<file path="config.mk">
export PLATFORM = sky130hd
export DESIGN_NAME = isa_vector_encoder
export DESIGN_NICKNAME = d
export VERILOG_FILES = /design/src/rtl/isa_vec_pkg.sv /design/src/rtl/isa_line_qualify.sv /design/src/rtl/isa_prio_scan.sv /design/src/rtl/isa_vector_encoder.sv
export SDC_FILE = /design/constraint.sdc
export NUM_CORES = 1
export LEC_CHECK = 0
export CORE_MARGIN = 8
export CORE_UTILIZATION = 34
export DETAILED_ROUTE_END_ITERATION = 10
export PLACE_DENSITY_LB_ADDON = 0.3
export SKIP_CTS_REPAIR_TIMING = 1
export SYNTH_ARGS = -nofsm -noshare
export SYNTH_HDL_FRONTEND = slang
export SYNTH_HIERARCHICAL = 1
export SYNTH_SLANG_ARGS = --single-unit
</file>
<file path="constraint.sdc">
create_clock -name clk -period 1.5 [get_ports clk]
set_input_delay 0.3 -clock clk [delete_from_list [all_inputs] [get_ports clk]]
set_output_delay 0.3 -clock clk [all_outputs]
set_load 0.01 [all_outputs]
</file>
<file path="src/rtl/isa_vec_pkg.sv">
// Package: shared sizing constants for the cascaded interrupt vector encoder.
// Assumes two controllers of equal width, with the cascade on the primary side.
package isa_vec_pkg;
    localparam int unsigned CTRL_LINES   = 8;
    localparam int unsigned CASCADE_LINE = 2;
    localparam int unsigned DATA_W       = 8;
    localparam logic [7:0]  VEC_BASE     = 8'h20;
endpackage

</file>
<file path="src/rtl/isa_line_qualify.sv">
// Module: merges the two controllers' request and mask vectors into one
// candidate vector of 2*CTRL_LINES lines, with the cascade line removed.
// Assumes the secondary controller occupies the upper half of the line space.
module isa_line_qualify #(
    parameter int unsigned CTRL_LINES   = isa_vec_pkg::CTRL_LINES,
    parameter int unsigned CASCADE_LINE = isa_vec_pkg::CASCADE_LINE,
    localparam int unsigned NUM_LINES   = 2 * CTRL_LINES
) (
    input  logic [CTRL_LINES-1:0] pri_req,
    input  logic [CTRL_LINES-1:0] pri_mask,
    input  logic [CTRL_LINES-1:0] sec_req,
    input  logic [CTRL_LINES-1:0] sec_mask,
    output logic [NUM_LINES-1:0]  cand
);
    // One qualifier per line; the cascade line is tied off.
    for (genvar g = 0; g < CTRL_LINES; g++) begin : g_line
        if (g == CASCADE_LINE) begin : g_casc
            assign cand[g] = 1'b0;
        end else begin : g_pri
            assign cand[g] = pri_req[g] & ~pri_mask[g];
        end
        assign cand[CTRL_LINES + g] = sec_req[g] & ~sec_mask[g];
    end
endmodule

</file>
<file path="src/rtl/isa_prio_scan.sv">
// Module: fixed-priority scan that picks the lowest-numbered set line.
// Assumes lower index means higher priority; idx is 0 when nothing is set.
module isa_prio_scan #(
    parameter int unsigned NUM_LINES = 16,
    localparam int unsigned IDX_W    = $clog2(NUM_LINES)
) (
    input  logic [NUM_LINES-1:0] cand,
    output logic [IDX_W-1:0]     idx,
    output logic                 found
);
    // Scan from the lowest priority upward, so the lowest index set wins.
    always_comb begin
        idx   = '0;
        found = 1'b0;
        for (int i = NUM_LINES - 1; i >= 0; i--) begin
            if (cand[i]) begin
                idx   = IDX_W'(i);
                found = 1'b1;
            end
        end
    end
endmodule

</file>
<file path="src/rtl/isa_vector_encoder.sv">
// Module: top of the vector encoder. It qualifies and scans the two
// controllers' lines and registers a vector byte one cycle after a read.
// Assumes rd_en and wr_en are not asserted together. Writes are ignored
// apart from a one-cycle warning, and reads never alter any request.
module isa_vector_encoder #(
    parameter int unsigned CTRL_LINES   = isa_vec_pkg::CTRL_LINES,
    parameter int unsigned CASCADE_LINE = isa_vec_pkg::CASCADE_LINE,
    parameter int unsigned DATA_W       = isa_vec_pkg::DATA_W,
    parameter logic [DATA_W-1:0] VEC_BASE = DATA_W'(isa_vec_pkg::VEC_BASE)
) (
    input  logic                  clk,
    input  logic                  rst_n,
    input  logic                  rd_en,
    input  logic                  wr_en,
    input  logic [CTRL_LINES-1:0] pri_req,
    input  logic [CTRL_LINES-1:0] pri_mask,
    input  logic [CTRL_LINES-1:0] sec_req,
    input  logic [CTRL_LINES-1:0] sec_mask,
    output logic                  rd_valid,
    output logic [DATA_W-1:0]     rd_data,
    output logic                  spurious,
    output logic                  wr_warn
);
    localparam int unsigned NUM_LINES = 2 * CTRL_LINES;
    localparam int unsigned IDX_W     = $clog2(NUM_LINES);

    logic [NUM_LINES-1:0] cand;
    logic [IDX_W-1:0]     win_idx;
    logic                 win_found;
    logic [DATA_W-1:0]    vec_next;

    isa_line_qualify #(
        .CTRL_LINES   (CTRL_LINES),
        .CASCADE_LINE (CASCADE_LINE)
    ) u_qualify (
        .pri_req  (pri_req),
        .pri_mask (pri_mask),
        .sec_req  (sec_req),
        .sec_mask (sec_mask),
        .cand     (cand)
    );

    isa_prio_scan #(
        .NUM_LINES (NUM_LINES)
    ) u_scan (
        .cand  (cand),
        .idx   (win_idx),
        .found (win_found)
    );

    // Vector byte: the base plus the winning index (the index is 0 when none qualifies).
    assign vec_next = VEC_BASE + DATA_W'(win_idx);

    // Read response register: data is captured only on a read, otherwise held.
    always_ff @(posedge clk) begin
        if (!rst_n) begin
            rd_valid <= 1'b0;
            rd_data  <= VEC_BASE;
            spurious <= 1'b0;
        end else begin
            rd_valid <= rd_en;
            spurious <= rd_en & ~win_found;
            if (rd_en) begin
                rd_data <= vec_next;
            end
        end
    end

    // Write warning: a one-cycle pulse after any write strobe.
    always_ff @(posedge clk) begin
        if (!rst_n) begin
            wr_warn <= 1'b0;
        end else begin
            wr_warn <= wr_en;
        end
    end

    // a response follows every read and only a read
    a_r8_valid_after_read: assert property (@(posedge clk) disable iff (!rst_n)
        rd_en |=> rd_valid);
    a_r8_no_valid_without_read: assert property (@(posedge clk) disable iff (!rst_n)
        !rd_en |=> !rd_valid);
    // data holds between reads, so writes cannot disturb it
    a_r6_data_held: assert property (@(posedge clk) disable iff (!rst_n)
        !rd_en |=> $stable(rd_data));
    // the spurious flag tracks an empty candidate set at the read
    a_r5_spur_when_empty: assert property (@(posedge clk) disable iff (!rst_n)
        (rd_en && cand == '0) |=> (spurious && rd_data == VEC_BASE));
    a_r5_no_spur_when_hit: assert property (@(posedge clk) disable iff (!rst_n)
        (rd_en && cand != '0) |=> !spurious);
    // the cascade line never appears in a response
    a_r2_no_cascade: assert property (@(posedge clk) disable iff (!rst_n)
        (rd_valid && !spurious) |-> rd_data != VEC_BASE + DATA_W'(CASCADE_LINE));
    // a write yields a warning on the next cycle only
    a_r6_warn_pulse: assert property (@(posedge clk) disable iff (!rst_n)
        wr_en |=> wr_warn);
    a_r6_warn_only_after_write: assert property (@(posedge clk) disable iff (!rst_n)
        !wr_en |=> !wr_warn);
    // every response lies inside the 16-entry vector range
    a_r4_range: assert property (@(posedge clk) disable iff (!rst_n)
        rd_valid |-> (rd_data >= VEC_BASE && rd_data < VEC_BASE + DATA_W'(NUM_LINES)));
endmodule

</file>
==> results of run 1 <==
## registers in the layout, summed over array words and instances, names as in the netlist
signal    count
rd_valid      1
rd_data       4
spurious      1
wr_warn       1
## cells in the mapped netlist (all sizes together)
library cell and instances:
a21oi 4, a31oi 1, and2 2, and3 1, buf 6, conb 3, dfxtp 7, inv 3
mux2i 4, nand2 5, nand3 1, nand4 1, nor2 7, nor2b 21, nor3 2, nor3b 1
nor4 2, o21ai 1, o22ai 1, o311a 1, o31ai 1
## power by group through the flow
stage	Clock [mW]	Sequential (mW)	Combinational [mW]
after floorplan	0	0.206	0.120
after global routing	0.183	0.199	0.291
final	0.167	0.198	0.270
after CTS	0.174	0.198	0.253
after detailed placement	0	0.202	0.252
after global placement	0	0.201	0.247
## cell families (layout without fill, tap and decap cells)
logic type             after synthesis  after routing  share of synthesized area, %
AND/OR/NAND/NOR                     43             43                          54.7
multiplexers                         4              4                          5.89
buffers and inverters                9             53                          8.84
AO/OA/AOI/OAI                        9              9                          8.29
flip-flops                           7              7                          20.6
other                                3              5                          1.66
## tightest hold or removal path: cells and delay by family (launching register included)
| kind | cells | cell delay [ps] |
|---|---|---|
| multiplexers | 1 | 60 |
| AND/OR/NAND/NOR | 1 | 100 |
| flip-flops | 1 | 320 |
## how the worst max path moves through the flow
stage | depth (start not counted) | slack, ps | end
after detailed placement | 7 | -280 | rd_data[3]
after global routing | 7 | -30 | rd_data[3]
final | 7 | 40 | rd_data[3]
after global placement | 7 | -240 | rd_data[3]
after floorplan | 6 | 290 | rd_data[3]
after CTS | 8 | -40 | rd_data[1]
## routing by layer
layer  vias to the layer above  part of all wire [%]  global-route usage (%)
met4                         0                     0                    1.99
met5                         -                     0                       0
met1                       289                    38                    9.95
li1                        333                     -                       -
met3                         0                    11                    5.72
met2                        25                    51                    17.8
## stage by stage
stage / instances / TNS, ps / hold WS [ps]
floorplan: 77 / 0 / 422
global placement: 143 / -1100 / 501
detailed placement: 143 / -1250 / 508
CTS: 147 / -57.0 / 522
global route: 148 / -39.8 / 557
finish: 148 / 0 / 521
## cells in the final DEF (no fill, tap or decap), types with 2 or more instances in the layout
master	n
nor4_4	2
clkdlybuf4s50_1	28
dfxtp_1	7
inv_1	2
conb_1	5
a21oi_1	2
buf_4	5
nor2b_4	16
nand2_1	5
a21oi_2	2
dlymetal6s2s_1	12
nor2b_1	5
nor3_1	2
mux2i_1	4
clkbuf_4	3
nor2_1	5
## area by class of cell
type | count | area [um^2]
fillers | 177 | 693
multi-input cells | 61 | 538
repair buffers | 46 | 479
flip-flops and latches | 7 | 140
well taps | 27 | 33.8
clock buffers | 4 | 26.3
inverters | 3 | 11.3
==> parameters.txt, run 1 <==
Parameter                              Value

Status
  Result of the run ... finished, final reports clean

Setup path
  Chain of cells forming the critical path ... clkdlybuf4s50_1 -> nor2b_4 -> nor4_4 -> and3_4 -> nor3b_2 -> mux2i_1 -> nor2b_1
  Critical path's top delay family ... simple AND/OR/NAND/NOR gates
  Worst endpoint data arrival time ... 1600 ps
  Class of the most critical setup path ... in2reg
  Worst setup startpoint ... sec_req[3]
  Crit. End Element ... register
  Number of cells on the worst reg-to-reg path ... 2
  WP buf/inv ... 1
  Data required time of the critical path ... 1640 ps
  Endpoint of the lowest-slack register-to-register path ... rd_data[3]
  Crit Reg-Reg Startpoint ... rd_data[3]
  Worst reg-to-reg setup slack ... 890 ps
  Max FO, Critical Path ... 3
  Slowest cell on the critical path ... clkdlybuf4s50_1
  Highest cell delay on the worst timing path ... 400 ps
  Sort of element at the start of the critical path ... primary input

Detailed routing
  Via density per instance ... 4.37
  Residual antenna-violating net count after detailed routing ... 0
  Detailed-routing iteration count for the pre-antenna-repair pass ... 4
  Number of vias in the routed layout ... 647
  Post-Route WL ... 1890 um
  Wire length per cell ... 12.8 um
  Post-detailed-route DRC marker count ... 0
  Iteration-0 DRC Markers ... 6

Global route
  First-pass GRT wire length ... 2900 um
  Number of antenna violations at the first check in global routing ... 0
  Overall overflow remaining after global route ... 0
  All-layer global routing usage ... 10.0%
  Number of global-route vias before repair ... 701
  Maximum number of pins on one net before global-route repair ... 7

Synth
  Number of distinct library cells after synthesis ... 24
  Cell type contributing the most total cell area after synthesis ... nor2b_4
  Post-synthesis average cell area ... 9.06 um^2
  Syn Inst Count ... 75
  Leading cell types by total area after synthesis ... nor2b_4 (32%), dfxtp_1 (21%), mux2i_1 (5.9%), buf_4 (5.5%), nor2b_1 (4.6%)
  Area share of the largest cell type after synthesis ... 32.4%
  Synthesized cell area ... 679 um^2
  FF+latch count, synth ... 7
  Synthesis warning total ... 6
  Sequential element share of the synthesized area ... 20.6%

CTS
  Clock transition time at the flip-flop clock pins of the worst setup and hold paths ... 50 ps
  TritonCTS clock tree ... built
  CTS sink count ... 7
  Insertion delay to the later sink of the worst-skew pair ... 250 ps
  CTS root buf ... clkbuf_4
  H-tree levels ... 1
  TritonCTS Buffers ... 3
  Maximum root-to-sink buffer count ... 2

Finish
  Post-route cell area ... 0.00123 mm^2
  Post-layout utilization of the core ... 63.9%
  Final-stage net count ... 158
  Layout cells sized above 1 ... 30.6%
  Layout Area Growth over Synthesis ... 80.8%
  Diodes inserted ... 0

Power and ir drop
  Net switching fraction of the power ... 26.6%
  Power spent charging and discharging nets ... 0.169 mW
  Power after layout ... 0.635 mW
  Register share of total power ... 31.2%
  Proportion of power drawn by the clock network ... 26.3%
  Combinational cell fraction of total power ... 42.5%
  Leak Pwr ... 0.603 nW
  Cell Pwr Density ... 517 mW/mm^2
  Worst VDD drop ... 0.000514 V
  Cell internal pwr ... 0.466 mW

STA
  Final critical path time including I/O delays and setup ... 1460 ps
  Number of max-slew violations in the final report ... 0
  Fin Clk Skew ... 0 ps
  Hold Violations, Final ... 0
  Setup WS post-layout ... 35.9 ps
  Highest clock frequency the design can meet ... 683 MHz
  Final period util ... 97.6%
  Number of setup violations in the final report ... 0

Worst hold path
  Min-Delay Path Class ... reg2reg
  Hold_sp ... rd_data[0]
  Cells on Worst Hold Path ... 2
  Hold EP ... rd_data[0]

Placed design
  Worst slack at placement ... -277 ps
  Gp weighted congestion ... 0.674
  HPWL after DPL ... 1640 um
  DP Area ... 0.00111 mm^2
  Port Buffer Count ... 40

Floorplan
  Core area ... 0.00192 mm^2
  Die Span X ... 60.7 um
  Height of the die ... 60.7 um
  Site row count ... 16
  Area of the die ... 0.00368 mm^2
  Top-Level Pins ... 47
  Starting Density ... 35.4%

Job
  Number of max-cap violations ... 0
No activity file was read; power rests on OpenSTA's default activity.
==> run 2: changes to the inputs <==
--- a/config.mk
+++ b/config.mk
@@ -5,8 +5,10 @@
 export SDC_FILE = /design/constraint.sdc
 export NUM_CORES = 1
 export LEC_CHECK = 0
+export CELL_PAD_IN_SITES_DETAIL_PLACEMENT = 1
+export CELL_PAD_IN_SITES_GLOBAL_PLACEMENT = 1
 export CORE_MARGIN = 8
-export CORE_UTILIZATION = 34
+export CORE_UTILIZATION = 24
 export DETAILED_ROUTE_END_ITERATION = 10
 export PLACE_DENSITY_LB_ADDON = 0.3
 export SKIP_CTS_REPAIR_TIMING = 1
==> parameters.txt, run 2 (synthesis results as in run 1) <==
Parameter                              Value

Setup path
  Class of the most critical setup path ... in2reg
  Worst setup startpoint ... sec_mask[2]
  Worst reg-to-reg setup slack ... 890 ps
  Endpoint of the lowest-slack register-to-register path ... rd_data[3]
  Max FO, Critical Path ... 4
  Crit. End Element ... register
  Sort of element at the start of the critical path ... primary input
  Worst setup path endpoint ... rd_data[0]
  Crit Reg-Reg Startpoint ... rd_data[3]
  Number of cells on the worst reg-to-reg path ... 2
  Worst endpoint data arrival time ... 1590 ps
  Data required time of the critical path ... 1640 ps

Worst hold path
  Min-Delay Path Class ... reg2reg
  Cells on Worst Hold Path ... 2

CTS
  TritonCTS clock tree ... built
  CTS root buf ... clkbuf_4
  TritonCTS Buffers ... 3
  H-tree levels ... 1
  CTS sink count ... 7
  Clock transition time at the flip-flop clock pins of the worst setup and hold paths ... 50 ps
  Insertion delay to the later sink of the worst-skew pair ... 250 ps
  Maximum root-to-sink buffer count ... 2

Status
  Result of the run ... finished, final reports clean

Finish
  Layout cells sized above 1 ... 32.2%
  Final-stage net count ... 158
  Layout Area Growth over Synthesis ... 82.7%
  Most common cell after layout, fill and taps aside ... clkdlybuf4s50_1
  Biggest register ... rd_data
  Diodes inserted ... 0
  Commonest cells after routing, fill and taps aside ... clkdlybuf4s50_1 (30), nor2b_4 (16), dlymetal6s2s_1 (10)
  Flip-flop count of the largest register, all copies and words added ... 4

Power and ir drop
  Combinational cell fraction of total power ... 43.3%
  Net switching fraction of the power ... 27.3%
  Power spent charging and discharging nets ... 0.176 mW
  Cell Pwr Density ... 520 mW/mm^2
  Worst VDD drop ... 0.000484 V
  Leak Pwr ... 0.587 nW
  Register share of total power ... 30.7%
  Proportion of power drawn by the clock network ... 26.1%
  Power after layout ... 0.646 mW
  Cell internal pwr ... 0.469 mW

Global route
  Number of antenna violations at the first check in global routing ... 0
  Number of global-route vias before repair ... 726
  First-pass GRT wire length ... 3450 um
  Overall overflow remaining after global route ... 0
  All-layer global routing usage ... 8.52%
  Maximum number of pins on one net before global-route repair ... 7

STA
  Final worst hold slack ... 520 ps
  Number of max-slew violations in the final report ... 0
  Final period util ... 96.8%
  Final critical path time including I/O delays and setup ... 1450 ps
  Hold Violations, Final ... 0
  Highest clock frequency the design can meet ... 689 MHz
  Number of setup violations in the final report ... 0
  Setup repair after global routing missed its margin ... true
  Fin Clk Skew ... 0 ps

Placed design
  Gp weighted congestion ... 0.706
  HPWL after DPL ... 1840 um
  Port Buffer Count ... 40

Floorplan
  Top-Level Pins ... 47
  Site row count ... 19
  Area of the die ... 0.00479 mm^2
  Starting Density ... 24.9%
  Die Span X ... 69.2 um
  Core area ... 0.00273 mm^2
  Height of the die ... 69.2 um

Detailed routing
  Detailed-routing iteration count for the pre-antenna-repair pass ... 2
  Residual antenna-violating net count after detailed routing ... 0
  Post-Route WL ... 2140 um
  Wire length per cell ... 14.1 um
  Via density per instance ... 4.32
  Number of vias in the routed layout ... 657
  Iteration-0 DRC Markers ... 4
  Post-detailed-route DRC marker count ... 0

Job
  Number of max-cap violations ... 0
run 2: per-layer routing:
layer  global-route usage, %  vias to the layer above  routed length (um)
met2                    15.2                       27                1120
met1                    8.91                      299                 866
met3                    3.29                        0                 151
met4                    2.73                        0                   0
li1                        -                      331                   -
met5                       0                        -                   0
run 2: power by group through the flow:
| stage | sequential (mW) | clock, mW | combinational [mW] |
|---|---|---|---|
| floorplan | 0.206 | 0 | 0.120 |
| global placement | 0.201 | 0 | 0.249 |
| detailed placement | 0.202 | 0 | 0.255 |
| CTS | 0.198 | 0.177 | 0.256 |
| global route | 0.199 | 0.194 | 0.301 |
| finish | 0.198 | 0.168 | 0.279 |
run 2: critical path, stage by stage:
cell             delay [ps]
clkdlybuf4s50_1         440
nor2b_4                 200
inv_2                    50
a21oi_2                 140
o311a_4                 200
o22ai_2                  60
mux2i_1                 130
nor2b_1                  60
run 2: final cells by class:
| type | instances | area [um^2] |
|---|---|---|
| multi-input combinational | 61 | 554 |
| tap | 31 | 38.8 |
| fill | 311 | 1490 |
| sequential | 7 | 140 |
| clock buffer | 4 | 26.3 |
| inverter | 3 | 11.3 |
| timing repair buffer | 46 | 470 |
run 2: how the worst min path moves through the flow:
| stage | to | start |
|---|---|---|
| after floorplan | wr_warn | rst_n |
| after global placement | rd_data[3] | rd_data[3] |
| after detailed placement | rd_data[0] | rd_data[0] |
| after CTS | rd_data[0] | rd_data[0] |
| after global routing | rd_data[1] | rd_data[1] |
| final | rd_data[0] | rd_data[0] |
run 2: through the flow:
step / worst slack [ps] / instance area (um^2) / utilization, % / setup TNS, ps / cells
after floorplan: 291 / 687 / - / 0 / 77
after global placement: -256 / 1110 / 40.5 / -1160 / 146
after detailed placement: -282 / 1110 / 40.5 / -1230 / 146
after CTS: -36.5 / 1130 / 41.5 / -39.1 / 150
after global routing: -6.87 / 1240 / 45.4 / -17.0 / 152
final: 48.5 / 1240 / 45.4 / 0 / 152
==> run 3: changes to the inputs <==
--- a/config.mk
+++ b/config.mk
@@ -10,6 +10,7 @@
 export CORE_MARGIN = 8
 export CORE_UTILIZATION = 24
 export DETAILED_ROUTE_END_ITERATION = 10
+export GPL_TIMING_DRIVEN = 1
 export PLACE_DENSITY_LB_ADDON = 0.3
 export SKIP_CTS_REPAIR_TIMING = 1
 export SYNTH_ARGS = -nofsm -noshare
==> results of run 3 <==
Same layout as run 2: the final DEF is identical, and so are final timing and power.
